--- config.mk ---
export PLATFORM = sky130hd
export DESIGN_NAME = startupSequencer
export DESIGN_NICKNAME = d
export VERILOG_FILES = /design/src/rtl/startupPkg.sv /design/src/rtl/startupDatapath.sv /design/src/rtl/startupControl.sv /design/src/rtl/startupSequencer.sv
export SDC_FILE = /design/constraint.sdc
export NUM_CORES = 1
export LEC_CHECK = 0
export BUFFER_PORTS_ARGS = -buffer_cell sky130_fd_sc_hd__buf_2
export CAP_MARGIN = 15
export CORE_MARGIN = 10
export CORE_UTILIZATION = 54
export CTS_BUF_LIST = sky130_fd_sc_hd__clkbuf_16
export CTS_CLUSTER_SIZE = 24
export DETAILED_ROUTE_END_ITERATION = 7
export GPL_TIMING_DRIVEN = 0
export PLACE_DENSITY_LB_ADDON = 0.3
export SLEW_MARGIN = 25
export SYNTH_ARGS = -nofsm -noshare
export SYNTH_HDL_FRONTEND = slang
export SYNTH_SLANG_ARGS = --single-unit
--- constraint.sdc ---
create_clock -name clk -period 4.1 [get_ports clk]
set_input_delay 0.205 -clock clk [delete_from_list [all_inputs] [get_ports clk]]
set_output_delay 0.205 -clock clk [all_outputs]
set_load 0.01 [all_outputs]
--- src/rtl/startupPkg.sv ---
`timescale 1ns/1ps
package startupPkg;
  typedef enum logic [1:0] {
    OSC_LP = 2'd0,
    OSC_XT = 2'd1,
    OSC_HS = 2'd2,
    OSC_RC = 2'd3
  } oscModeT;

  typedef enum logic [2:0] {
    ST_BOOT,
    ST_PWRT,
    ST_OST,
    ST_RUN,
    ST_SLEEP
  } seqStateT;

  // strobes from control to datapath
  typedef struct packed {
    logic loadPwrt;
    logic loadOst;
    logic decCount;
    logic writeFlags;
    logic newTo;
    logic newPd;
  } seqStrobeT;
endpackage

--- src/rtl/startupDatapath.sv ---
`timescale 1ns/1ps
module startupDatapath
  import startupPkg::*;
#(
  parameter int PWRT_CYCLES = 3_600_000,
  parameter int OST_CYCLES  = 1024
) (
  input  logic      clk,
  input  logic      porPulse,
  input  seqStrobeT strobe,
  output logic      countZero,
  output logic      toFlag,
  output logic      pdFlag
);
  localparam int MAX_LOAD = (PWRT_CYCLES > OST_CYCLES) ? PWRT_CYCLES : OST_CYCLES;
  localparam int CNT_W    = $clog2(MAX_LOAD + 1);
  localparam logic [CNT_W-1:0] PWRT_LOAD = CNT_W'(PWRT_CYCLES - 1);
  localparam logic [CNT_W-1:0] OST_LOAD  = CNT_W'(OST_CYCLES - 1);

  logic [CNT_W-1:0] count;

  always_ff @(posedge clk or posedge porPulse) begin
    if (porPulse) begin
      count <= '0;
    end else if (strobe.loadPwrt) begin
      count <= PWRT_LOAD;
    end else if (strobe.loadOst) begin
      count <= OST_LOAD;
    end else if (strobe.decCount) begin
      count <= count - 1'b1;
    end
  end

  assign countZero = (count == '0);

  always_ff @(posedge clk or posedge porPulse) begin
    if (porPulse) begin
      toFlag <= 1'b1;
      pdFlag <= 1'b1;
    end else if (strobe.writeFlags) begin
      toFlag <= strobe.newTo;
      pdFlag <= strobe.newPd;
    end
  end
endmodule

--- src/rtl/startupControl.sv ---
`timescale 1ns/1ps
module startupControl
  import startupPkg::*;
(
  input  logic       clk,
  input  logic       porPulse,
  input  logic       extResetN,
  input  logic       wdtTimeout,
  input  logic       sleepEnter,
  input  logic       wakeEvent,
  input  logic       wdtClear,
  input  logic [1:0] oscMode,
  input  logic       pwrtEnable,
  input  logic       countZero,
  output seqStrobeT  strobe,
  output logic       coreReset,
  output logic       runEnable
);
  seqStateT state, nextState;
  logic     wakeDelay, nextWake;
  logic     crystal;

  assign crystal = (oscModeT'(oscMode) != OSC_RC);

  always_ff @(posedge clk or posedge porPulse) begin
    if (porPulse) begin
      state     <= ST_BOOT;
      wakeDelay <= 1'b0;
    end else begin
      state     <= nextState;
      wakeDelay <= nextWake;
    end
  end

  always_comb begin
    strobe    = '0;
    nextState = state;
    nextWake  = wakeDelay;
    case (state)
      ST_BOOT: begin
        nextWake = 1'b0;
        if (pwrtEnable) begin
          strobe.loadPwrt = 1'b1;
          nextState       = ST_PWRT;
        end else if (crystal) begin
          strobe.loadOst = 1'b1;
          nextState      = ST_OST;
        end else begin
          nextState = ST_RUN;
        end
      end
      ST_PWRT: begin
        if (!countZero) begin
          strobe.decCount = 1'b1;
        end else if (crystal) begin
          strobe.loadOst = 1'b1;
          nextState      = ST_OST;
        end else begin
          nextState = ST_RUN;
        end
      end
      ST_OST: begin
        if (wakeDelay && !extResetN) begin
          strobe.writeFlags = 1'b1;
          strobe.newTo      = 1'b1;
          strobe.newPd      = 1'b0;
          nextState         = ST_RUN;
          nextWake          = 1'b0;
        end else if (!countZero) begin
          strobe.decCount = 1'b1;
        end else begin
          nextState = ST_RUN;
          nextWake  = 1'b0;
        end
      end
      ST_RUN: begin
        if (extResetN) begin
          if (wdtTimeout) begin
            strobe.writeFlags = 1'b1;
            strobe.newTo      = 1'b0;
            strobe.newPd      = 1'b1;
            nextState         = ST_BOOT;
          end else if (sleepEnter) begin
            strobe.writeFlags = 1'b1;
            strobe.newTo      = 1'b1;
            strobe.newPd      = 1'b0;
            nextState         = ST_SLEEP;
          end else if (wdtClear) begin
            strobe.writeFlags = 1'b1;
            strobe.newTo      = 1'b1;
            strobe.newPd      = 1'b1;
          end
        end
      end
      ST_SLEEP: begin
        if (!extResetN) begin
          strobe.writeFlags = 1'b1;
          strobe.newTo      = 1'b1;
          strobe.newPd      = 1'b0;
          nextState         = ST_RUN;
        end else if (wdtTimeout || wakeEvent) begin
          if (wdtTimeout) begin
            strobe.writeFlags = 1'b1;
            strobe.newTo      = 1'b0;
            strobe.newPd      = 1'b0;
          end
          if (crystal) begin
            strobe.loadOst = 1'b1;
            nextState      = ST_OST;
            nextWake       = 1'b1;
          end else begin
            nextState = ST_RUN;
          end
        end
      end
      default: nextState = ST_BOOT;
    endcase
  end

  assign coreReset = (state == ST_BOOT) || (state == ST_PWRT) ||
                     ((state == ST_OST) && !wakeDelay) || !extResetN;
  assign runEnable = (state == ST_RUN) && extResetN;
endmodule

--- src/rtl/startupSequencer.sv ---
`timescale 1ns/1ps
module startupSequencer
  import startupPkg::*;
#(
  parameter int PWRT_CYCLES = 3_600_000,
  parameter int OST_CYCLES  = 1024
) (
  input  logic       clk,
  input  logic       porPulse,
  input  logic       extResetN,
  input  logic       wdtTimeout,
  input  logic       sleepEnter,
  input  logic       wakeEvent,
  input  logic       wdtClear,
  input  logic [1:0] oscMode,
  input  logic       pwrtEnable,
  output logic       coreReset,
  output logic       runEnable,
  output logic       toFlag,
  output logic       pdFlag
);
  seqStrobeT strobe;
  logic      countZero;

  startupControl uCtrl (
    .clk        (clk),
    .porPulse   (porPulse),
    .extResetN  (extResetN),
    .wdtTimeout (wdtTimeout),
    .sleepEnter (sleepEnter),
    .wakeEvent  (wakeEvent),
    .wdtClear   (wdtClear),
    .oscMode    (oscMode),
    .pwrtEnable (pwrtEnable),
    .countZero  (countZero),
    .strobe     (strobe),
    .coreReset  (coreReset),
    .runEnable  (runEnable)
  );

  startupDatapath #(
    .PWRT_CYCLES (PWRT_CYCLES),
    .OST_CYCLES  (OST_CYCLES)
  ) uPath (
    .clk       (clk),
    .porPulse  (porPulse),
    .strobe    (strobe),
    .countZero (countZero),
    .toFlag    (toFlag),
    .pdFlag    (pdFlag)
  );
endmodule

=== After elaboration in Yosys (flattened, before gate mapping) ===
Index checks and enable logic that the tools add are counted.

* $add $sub $neg: 1
* Reduce and logical (&&, ||, !) cells: 15
* Equality and inequality tests: 13
* Multiplexer cells: 40

{| class="wikitable"
|+ Operators by type and width
! kind !! count
|-
| 2-to-1 mux 22 bit || 3
|-
| 2-to-1 mux 3 bit || 17
|-
| logical NOT 22 bit || 1
|-
| subtractor 22 x 1 -> 22 bit (second input constant) || 1
|-
| 2-to-1 mux 1 bit || 15
|-
| one-hot mux 3 bit (5 select lines) || 1
|-
| AND reduction 5 bit || 2
|-
| one-hot mux 3 bit (3 select lines) || 1
|-
| == test 3 x 2 -> 1 bit (second input constant) || 2
|-
| inequality test 2 x 1 -> 1 bit (second input constant) || 3
|-
| inequality test 2 bit (second input constant) || 3
|-
| one-hot mux 1 bit (3 select lines) || 2
|-
| nonzero test 3 bit || 2
|-
| logical OR 1 bit || 4
|-
| == test 3 x 1 -> 1 bit (second input constant) || 1
|-
| == test 3 bit (second input constant) || 1
|-
| logical AND 1 bit || 3
|-
| logical NOT 3 bit || 1
|-
| inequality test 3 x 1 -> 1 bit (second input constant) || 1
|-
| inequality test 3 x 2 -> 1 bit (second input constant) || 1
|-
| inequality test 3 bit (second input constant) || 1
|-
| logical NOT 1 bit || 2
|-
| one-hot mux 1 bit (2 select lines) || 1
|}

* Input port bits: 10
* Output and inout bits: 4
* Logic and storage cells: 74
* Flip-flop bits (word level): 28

=== Depth between registers and ports, before layout ===
* Depth in word-level cells: 7
* Gate-level depth with buffers: 9
* Mapped depth without buffers: 7

=== Hierarchy ===
A second synthesis with hierarchy kept.

* Cells, all modules: 204
* Area, all modules: 1775.5 sq um

{| class="wikitable"
|+ Modules (own cells, without submodules)
! module !! area each (sq um) !! cells an instance !! instances !! seq. area each (sq um)
|-
| startupDatapath || 1306.3 || 141 || 1 || 603.1
|-
| startupControl || 469.2 || 63 || 1 || 100.1
|}

=== Worst setup path after synthesis ===
Ideal clock, no wire load.

* Path type: flip-flop to flip-flop
* Start point: register uPath.count[8]
* End point: register uPath.count[20]
* Buffers on the path: 1
* Cell stages (with the launch flop): 7
* Clock period less this slack: 2.515 ns
* Library setup time: 0.082 ns
* Required time: 4.018 ns
* Data arrival time: 2.433 ns
* Slack: 1.585 ns
* Cell sequence: dfrtp_1 > or4_4 > or4_4 > or3_1 > clkbuf_2 > or4_1 > a31oi_1

* Word-level cells in the longest chain between the ends: 5
* Elaborated cells on any way between the ends: 11
* Classes of those cells: add/sub: 1; mux: 8; reduce/logical: 2

{| class="wikitable"
|+ Ends and longest elaborated chain
! element !! line !! source
|-
| start: declaration || startupDatapath.sv:20 || <nowiki>logic [CNT_W-1:0] count;</nowiki>
|-
| start signal: assignment || startupDatapath.sv:30 || <nowiki>count <= count - 1'b1;</nowiki>
|-
| branches (longest 5 deep; another with subtractor 22 x 1 -> 22 bit) || -- ||
|}

Parallel ways; which one is timed is not known. The select of a mux whose other input is x is not followed.
A chain may end at the register's enable or synchronous reset.

=== Worst setup path in the final report ===
* Start point: register uPath.count[8]
* End point: register uPath.count[18]

The elaborated chain is that of the path after synthesis.

==> impl_metrics.csv <==
group,metric,value,unit
floorplan,io-pin-count,14,
floorplan,start_util,56.4,%
logic_synthesis,synth-seq-area-share,36.8,%
finish,postLayoutCoreUtil,62.2,%
finish,layout.nets,264,
route,remaining_drc_errors,0,
clocking,cts_num_sinks,28,
clocking,clock_tree_from_tritoncts,"done",
clocking,clk_path_buf_depth,2,
logic_synthesis,number_of_flops_mapped_to_enable_cells_by_yosys,0,
timing,setup_violations,0,
route,first_pass_iters,4,
logic_synthesis,postSynthNetCount,247,
route,detailedRoute.firstIterationViolations,188,
worst_setup_path,worst_ep_required_time,4.28,ns
worst_setup_path,start_kind,"flip-flop",
timing,hold_viol,0,
grt,grt_overflow,0,
finish,areaGrowthSynthToFinish,10.3,%
worst_setup_path,end_kind,"flip-flop",
route,route.vias.total,1941,
clocking,cts_buffers,3,
grt,grt_antenna_before_repair,0,
worst_setup_path,worst_r2r_startpoint,"uPath.count[8]$_DFFE_PP0P_",
clocking,cts.root.buffer_cell,"clkbuf_16",
worst_setup_path,worst-path-max-fanout,7,
pwr,vdd_ir_drop_max,0.397,mV
pwr,power,1340,uW
grt,wire_length_of_the_first_global_routing_pass,8.64,mm
grt,vias_in_the_first_global_route,1862,
floorplan,row_count,21,
pwr,power_density,637,nW/um^2
timing,clock.fmax,365,MHz
floorplan,coreArea,3390,sq um
floorplan,die_h,79.5,microns
placement,place.port_buffers,12,
worst_setup_path,critical_path.cell_chain,"or4_4, or4_4, or3_1, clkbuf_2, or4_1, a31oi_1",
logic_synthesis,synth_warnings,0,
placement,gp_congestion,0.902,
grt,grt_usage,16.5,%
pwr,power.static_leakage,0.000770,uW
route,finalWirelength,5.08,mm
worst_setup_path,critical_path_class,"reg -> reg",
logic_synthesis,synth_ff_type,"dfrtp_1",
flow_run,max-cap-violations,0,
finish,final_layout_size_suffix_gt1_share,13.1,%
finish,layout.cell_area.non_filler,2110,sq um
worst_setup_path,max_stage_delay,0.57,ns
worst_setup_path,timing.critical_path.max_delay_family,"simple AND/OR/NAND/NOR gates",
route,antenna_violating_nets_post_route,0,
logic_synthesis,post_synth_instance_area,1910,sq um
clocking,post-cts-setup-buffer-count,0,
finish,final_cell_mix,"dfrtp_1, nand2_1, o21ai_0, nor2_1, nor3_1",
min_path,hold_path_class,"in -> async",
logic_synthesis,synth.ff_latch_count,28,
worst_setup_path,crit_buf_inv,1,
placement,post_dp_cell_area,2030,sq um
worst_setup_path,arrival,2.92,ns
floorplan,fp.dieArea,6320,sq um
timing,grt_setup_unrepaired,"no",
timing,final_min_period_over_clock_period,66.8,%
timing,timing.final.crit_period,2.74,ns
worst_setup_path,crit_path_cell_count,6,
timing,worst_pin_slew,0.686,ns
clocking,cts.clk_slew.worst_paths,0.07,ns
timing,setup_tns,0,ns
clocking,hold_buffers,0,
worst_setup_path,worst_r2r_end,"uPath.count[18]$_DFFE_PP0P_",
clocking,htreeDepth,1,
worst_setup_path,timing.reg2reg.worst_path_depth,6,
clocking,clk_latency,0.27,ns
timing,slew-limit-headroom,53.9,%
placement,dp.final_hpwl,3.59,mm
timing,finClkSkew,0.00427,ns
finish,most_common_cell_after_layout_fill_and_taps_aside,"dfrtp_1",
logic_synthesis,asyncSetResetFlopFracSynth,100,%
timing,slew_viol_final,0,
outcome,run_status,"finished, final reports clean",
route,wl_per_cell,17.1,microns
floorplan,die-width,79.5,microns
route,routed_vias_inst,6.51,
clocking,cts.repair.resized,0,
worst_setup_path,crit_top_cell,"or4_4",
finish,antennaDiodeCount,0,
logic_synthesis,synthesis.area_per_instance,8.10,sq um
logic_synthesis,synthesis.instances,236,
worst_setup_path,ff2ff_setup_slack,1.36,ns
logic_synthesis,synth.lib_cells_used.distinct,46,
grt,grt_start_max_net_pins,29,
worst_setup_path,critical_path.slowest_cell,"or4_4",
[worst max path at each step]
stage,to,from,slack [ns]
detailed placement,uPath.count[18]$_DFFE_PP0P_,uPath.count[8]$_DFFE_PP0P_,1.42
finish,uPath.count[18]$_DFFE_PP0P_,uPath.count[8]$_DFFE_PP0P_,1.36
global placement,uPath.count[18]$_DFFE_PP0P_,uPath.count[8]$_DFFE_PP0P_,1.44
CTS,uPath.count[18]$_DFFE_PP0P_,uPath.count[8]$_DFFE_PP0P_,1.39
floorplan,uPath.count[20]$_DFFE_PP0P_,uPath.count[8]$_DFFE_PP0P_,1.58
global route,uPath.count[12]$_DFFE_PP0P_,uPath.count[0]$_DFFE_PP0P_,1.24
[synth_stat cells, drive strengths merged, types with 2 or more instances]
cell type,n,share of area (%)
o32ai,3,1.4
or3,6,2.0
nor2,18,3.5
nand2,20,3.9
a311oi,2,0.92
nand3,13,3.4
dfstp,2,2.8
nand2b,5,1.6
and3,4,1.3
o31ai,8,3.1
and2,2,0.65
dfrtp,26,34
a31oi,7,2.3
and4,2,0.92
nor3,15,3.9
a211oi,7,2.8
nand4,2,0.65
clkbuf,13,2.6
or3b,2,0.92
nor4,7,2.3
o21ai,18,4.7
inv,7,1.4
nor2b,3,0.98
or2,4,1.3
o211ai,3,1.2
o21a,2,0.79
a21oi,6,1.6
or4,13,5.6
a31o,3,1.4
[registers in the layout, summed over array words and instances (netlist names)]
name and cells:
uPath.pdFlag 1, uCtrl.state 3, uCtrl.wakeDelay 1, uPath.toFlag 1
uPath.count 22
[per-stage QoR]
stage / setup slack (ns) / cells / hold slack [ns]
after floorplan: 1.58 / 236 / 0.269
after global placement: 1.44 / 294 / 0.469
after detailed placement: 1.42 / 294 / 0.313
after CTS: 1.39 / 298 / 0.0278
after global routing: 1.24 / 298 / 0.0498
final: 1.36 / 298 / 0.00505
[power by group]
part | switching [uW] | internal [uW] | total (uW)
combinational | 404 | 239 | 642
sequential | 105 | 370 | 475
clock | 93.7 | 131 | 225
total | 602 | 740 | 1340
[kinds of logic after synthesis]
family / Yosys count / share of synthesized area [%]
adder cells (fa/ha/maj): 1 / 0.655
multiplexers: 1 / 0.589
AO/OA/AOI/OAI: 66 / 23.3
AND/OR/NAND/NOR: 119 / 34.4
flip-flops: 28 / 36.8
buffers and inverters: 21 / 4.19
[layout make-up]
cell class | count | area [sq um]
sequential | 28 | 703
clock inverter | 1 | 3.75
buffer | 14 | 53.8
fill | 306 | 1280
inverter | 7 | 26.3
timing repair buffer | 12 | 60.1
tap | 46 | 57.6
clock buffer | 3 | 75.1
multi-input combinational | 187 | 1130
[metal layers]
layer	vias to the layer above	wire length, microns	global-route usage, %
li1	939	-	-
met1	941	2350	21.6
met2	55	2430	26.8
met3	6	255	3.15
met4	0	50	4.84
met5	-	0	0
Power figures use the tool's default switching activity.
